## config.mk

```make
export PLATFORM = sky130hd
export DESIGN_NAME = rename_map
export DESIGN_NICKNAME = d
export VERILOG_FILES = /design/src/rtl/rename_map.sv
export SDC_FILE = /design/constraint.sdc
export NUM_CORES = 1
export LEC_CHECK = 0
export CORE_MARGIN = 4
export CORE_UTILIZATION = 50
export DETAILED_ROUTE_END_ITERATION = 12
export PLACE_DENSITY = 0.68
export SLEW_MARGIN = 20
export SYNTH_ARGS = -nofsm -noshare
export SYNTH_HDL_FRONTEND = slang
export SYNTH_SLANG_ARGS = --single-unit
```

## constraint.sdc

```tcl
create_clock -name clk -period 8.45 [get_ports clk]
set_input_delay 2.1125 -clock clk [delete_from_list [all_inputs] [get_ports clk]]
set_output_delay 2.1125 -clock clk [all_outputs]
set_load 0.03 [all_outputs]
```

## src/rtl/rename_map.sv

```systemverilog
module rename_map #(
  parameter int NLOG  = 8,
  parameter int NPHYS = 16,
  parameter int LW    = $clog2(NLOG),
  parameter int TW    = $clog2(NPHYS)
) (
  input  logic          clk,
  input  logic          rst_n,
  input  logic          in_valid,
  output logic          in_ready,
  input  logic          in_dst_en,
  input  logic [LW-1:0] in_dst,
  input  logic [LW-1:0] in_src0,
  input  logic [LW-1:0] in_src1,
  input  logic          rel_valid,
  input  logic [TW-1:0] rel_tag,
  output logic          out_valid,
  output logic          out_dst_vld,
  output logic [TW-1:0] out_src0_tag,
  output logic [TW-1:0] out_src1_tag,
  output logic [TW-1:0] out_dst_tag
);
  localparam int NFREE = NPHYS - NLOG;
  localparam int CW    = TW + 1;

  logic [TW-1:0] map_q [NLOG];
  logic [TW-1:0] pool_q [NPHYS];
  logic [TW-1:0] head_q, tail_q;
  logic [CW-1:0] cnt_q;

  wire fire  = in_valid && in_ready;
  wire alloc = fire && in_dst_en;

  assign in_ready = (cnt_q != '0);

  function automatic logic [TW-1:0] bump(input logic [TW-1:0] p);
    return (p == TW'(NPHYS - 1)) ? '0 : p + 1'b1;
  endfunction

  always_ff @(posedge clk) begin
    if (!rst_n) begin
      for (int i = 0; i < NLOG; i++) map_q[i] <= TW'(i);
    end else if (alloc) begin
      map_q[in_dst] <= pool_q[head_q];
    end
  end

  always_ff @(posedge clk) begin
    if (!rst_n) begin
      for (int i = 0; i < NPHYS; i++)
        pool_q[i] <= (i < NFREE) ? TW'(i + NLOG) : '0;
      head_q <= '0;
      tail_q <= TW'(NFREE % NPHYS);
      cnt_q  <= CW'(NFREE);
    end else begin
      if (alloc) head_q <= bump(head_q);
      if (rel_valid) begin
        pool_q[tail_q] <= rel_tag;
        tail_q <= bump(tail_q);
      end
      cnt_q <= cnt_q + CW'(rel_valid) - CW'(alloc);
    end
  end

  always_ff @(posedge clk) begin
    if (!rst_n) begin
      out_valid    <= 1'b0;
      out_dst_vld  <= 1'b0;
      out_src0_tag <= '0;
      out_src1_tag <= '0;
      out_dst_tag  <= '0;
    end else begin
      out_valid <= fire;
      if (fire) begin
        out_src0_tag <= map_q[in_src0];
        out_src1_tag <= map_q[in_src1];
        out_dst_vld  <= in_dst_en;
        out_dst_tag  <= in_dst_en ? pool_q[head_q] : '0;
      end
    end
  end

  a_r6_stall_no_output: assert property (@(posedge clk) disable iff (!rst_n)
    in_valid && !in_ready |=> !out_valid);
  a_r5_pulse_follows_accept: assert property (@(posedge clk) disable iff (!rst_n)
    out_valid |-> $past(in_valid) && $past(in_ready));
  a_r8_nodst_keeps_pool: assert property (@(posedge clk) disable iff (!rst_n)
    fire && !in_dst_en |=> cnt_q == $past(cnt_q) + CW'($past(rel_valid)));
  a_r7_release_fits: assert property (@(posedge clk) disable iff (!rst_n)
    rel_valid |-> cnt_q < CW'(NPHYS));
  a_r8_nodst_zero_tag: assert property (@(posedge clk) disable iff (!rst_n)
    out_valid && !out_dst_vld |-> out_dst_tag == '0);
  a_r2_pool_bounded: assert property (@(posedge clk) disable iff (!rst_n)
    cnt_q <= CW'(NPHYS));
endmodule

```

==> flow_summary.yaml <==
outcome:
  status: "completed"
critical_path:
  path_max_fanout: 41
  ff2ff_setup_slack_ns: 5.44
  slowest_stage: "nor3b_1"
  critical_path_class: "in2reg"
  crit_arrival_ns: 4.56
  crit_top_cell: "nand2_1"
  end_kind: "register"
  crit_chain: "clkdlybuf4s50_1, buf_4, nand2_1, nor3b_1, nand2_1, or2_2"
  max_stage_delay_ns: 0.80
  crit_required_ns: 8.61
  start_kind: "primary input"
cts:
  cts_root_buffer: "clkbuf_16"
  cts_buffers: 17
  cts_setup_buffers: 0
  hold_buffers: 0
  insertion_delay_ns: 0.41
  htreeDepth: 4
  cts_buffer_depth: 2
  cts_resized: 0
  clock_sinks: 127
  cts_tree: "yes"
  cts.clk_slew.worst_paths_ns: 0.05
run:
  maxCapViolCount: 0
global_route:
  antenna_found_initial: 0
  grt.overflow.total: 0
  grtUsageTotal_pct: 19.3
  grt_max_degree: 42
  grt_pass1_vias: 4070
  grt_pass1_wl_um: 21300
logic_synthesis:
  synth_seq_cells: 127
  async_flop_share_pct: 0
  syn_area_per_cell_um2: 12.2
  synth_most_common_cell: "edfxtp_1"
  netlist-cell-type-count: 46
  syn-cell-area_um2: 6380
  ys_top_cells_by_count: "edfxtp_1 (96), nand2_1 (65), and3_1 (47), nor2_1 (34), dfxtp_1 (31)"
  yosysWarnings: 0
  syn_nets: 551
  syn-instance-count: 521
  synth_top_area_cell: "edfxtp_1"
  synth_edf_count: 96
  synth_top_area_share_pct: 45.2
  ys_seq_area_share_pct: 54.9
  ys.flop_type: "edfxtp_1"
  synthTopCellsByArea: "edfxtp_1 (45%), dfxtp_1 (9.7%), mux4_2 (8.5%)"
floorplan:
  die-width_um: 121
  coreArea_um2: 12300
  rows: 40
  die_h_um: 121
  ioPinCount: 33
  initial_utilization_pct: 52.0
  die_area_um2: 14600
finish:
  drive_gt1_share_pct: 15.8
  postLayoutCoreUtil_pct: 60.2
  fin_cells: 717
  n_antenna_cell: 0
  design_area_um2: 7380
  nets: 566
  area_growth_pct: 15.7
place:
  hpwl_um: 9470
  gp_congestion: 0.824
  port_buffers: 32
  placed_cells: 685
  dpl_cell_area_um2: 6740
power_and_ir_drop:
  leakage_nw: 2.66
  power.density_nw_per_um2: 233
  p_total_mw: 1.72
  irDropWorstVdd_v: 0.000109
routing:
  drt_iter0_drc: 280
  vias_per_cell: 5.72
  drt_wl_total_um: 13400
  vias: 4103
  dr.pass1.iters: 5
  routedWlPerCell_um: 18.6
  drcViolationCount: 0
  antenna_left: 0
min_path:
  min-delay-path-class: "reg2reg"
sta:
  clock.fmax_mhz: 227
  hold_viol: 0
  maxSlewViolCount: 0
  tns_ns: 0
  rsz0062_at_grt: "false"
  period_minus_slack_ns: 4.40
  post-route-period-util_pct: 52.1
  maxSlewHeadroom_pct: 36.3
  tightest_slew_ns: 0.954
  skew_ns: 0.00631
  setup_violations: 0
registers in the layout, summed over array words and instances (netlist names), named ones only:
signal,cells
cnt_q,5
head_q,4
map_q,32
out_dst_tag,4
out_dst_vld,1
out_src0_tag,4
out_src1_tag,4
out_valid,1
pool_q,64
tail_q,4
layout by cell type, fill, tap and decap left out, types with 20 or more instances in the layout:
cell and count:
a21oi_1 20, and3_1 47, clkdlybuf4s50_1 32, dfxtp_1 31
edfxtp_1 96, mux2i_1 27, mux4_2 24, nand2_1 65
nor2_1 34, or2_2 23
metal layers:
metal | part of all wire (%) | up-vias | track usage (%)
met5 | 0 | - | 0
met4 | 1.1 | 0 | 6.02
met3 | 5.0 | 14 | 5.50
met2 | 52 | 114 | 32.3
met1 | 42 | 2023 | 24.5
li1 | - | 1952 | -
report_power, final:
group / internal [mW] / switching (mW)
clock network: 0.514 / 0.251
logic: 0.0978 / 0.132
registers: 0.705 / 0.0227
total: 1.32 / 0.405
per-stage QoR:
step	setup slack, ns	hold WS, ns
floorplan	4.48	0.466
global placement	3.72	0.482
detailed placement	3.59	0.492
CTS	4.01	0.503
global route	3.91	0.530
finish	4.05	0.510
area by class of cell:
cell class / instances / area, um^2
fill: 960 / 4880
clock inverter: 11 / 161
tap: 168 / 210
multi-input combinational: 345 / 2650
clock buffer: 21 / 470
sequential: 127 / 3500
inverter: 9 / 33.8
timing repair buffer: 36 / 350
kinds of logic (layout without fill, tap and decap cells):
| group | Yosys count | after routing | share of synthesized area (%) |
|---|---|---|---|
| xor+xnor | 7 | 7 | 0.961 |
| mux | 55 | 55 | 14.4 |
| fa+ha+maj | 12 | 12 | 2.47 |
| simple gates | 221 | 221 | 17.9 |
| flops | 127 | 127 | 54.9 |
| buf+inv | 49 | 77 | 3.59 |
| compound gates | 50 | 50 | 5.81 |
worst max-delay path, delay by kind of cell:
kind | cells | cell delay [ns]
AND/OR/NAND/NOR | 4 | 1.57
buffers and inverters | 2 | 0.87
worst paths after layout:
kind | start | to | cells past startpoint
hold / removal | out_dst_vld$_SDFFE_PN0N_ | out_dst_vld$_SDFFE_PN0N_ | 2
setup / recovery | rst_n | pool_q[7][3]$_SDFFCE_PN1P_ | 6
setup reg to reg | cnt_q[2]$_SDFF_PN0_ | cnt_q[4]$_SDFF_PN0_ | 12
hold reg to reg | out_dst_vld$_SDFFE_PN0N_ | out_dst_vld$_SDFFE_PN0N_ | 2
Note: power is estimated with default switching activity, not from simulation.
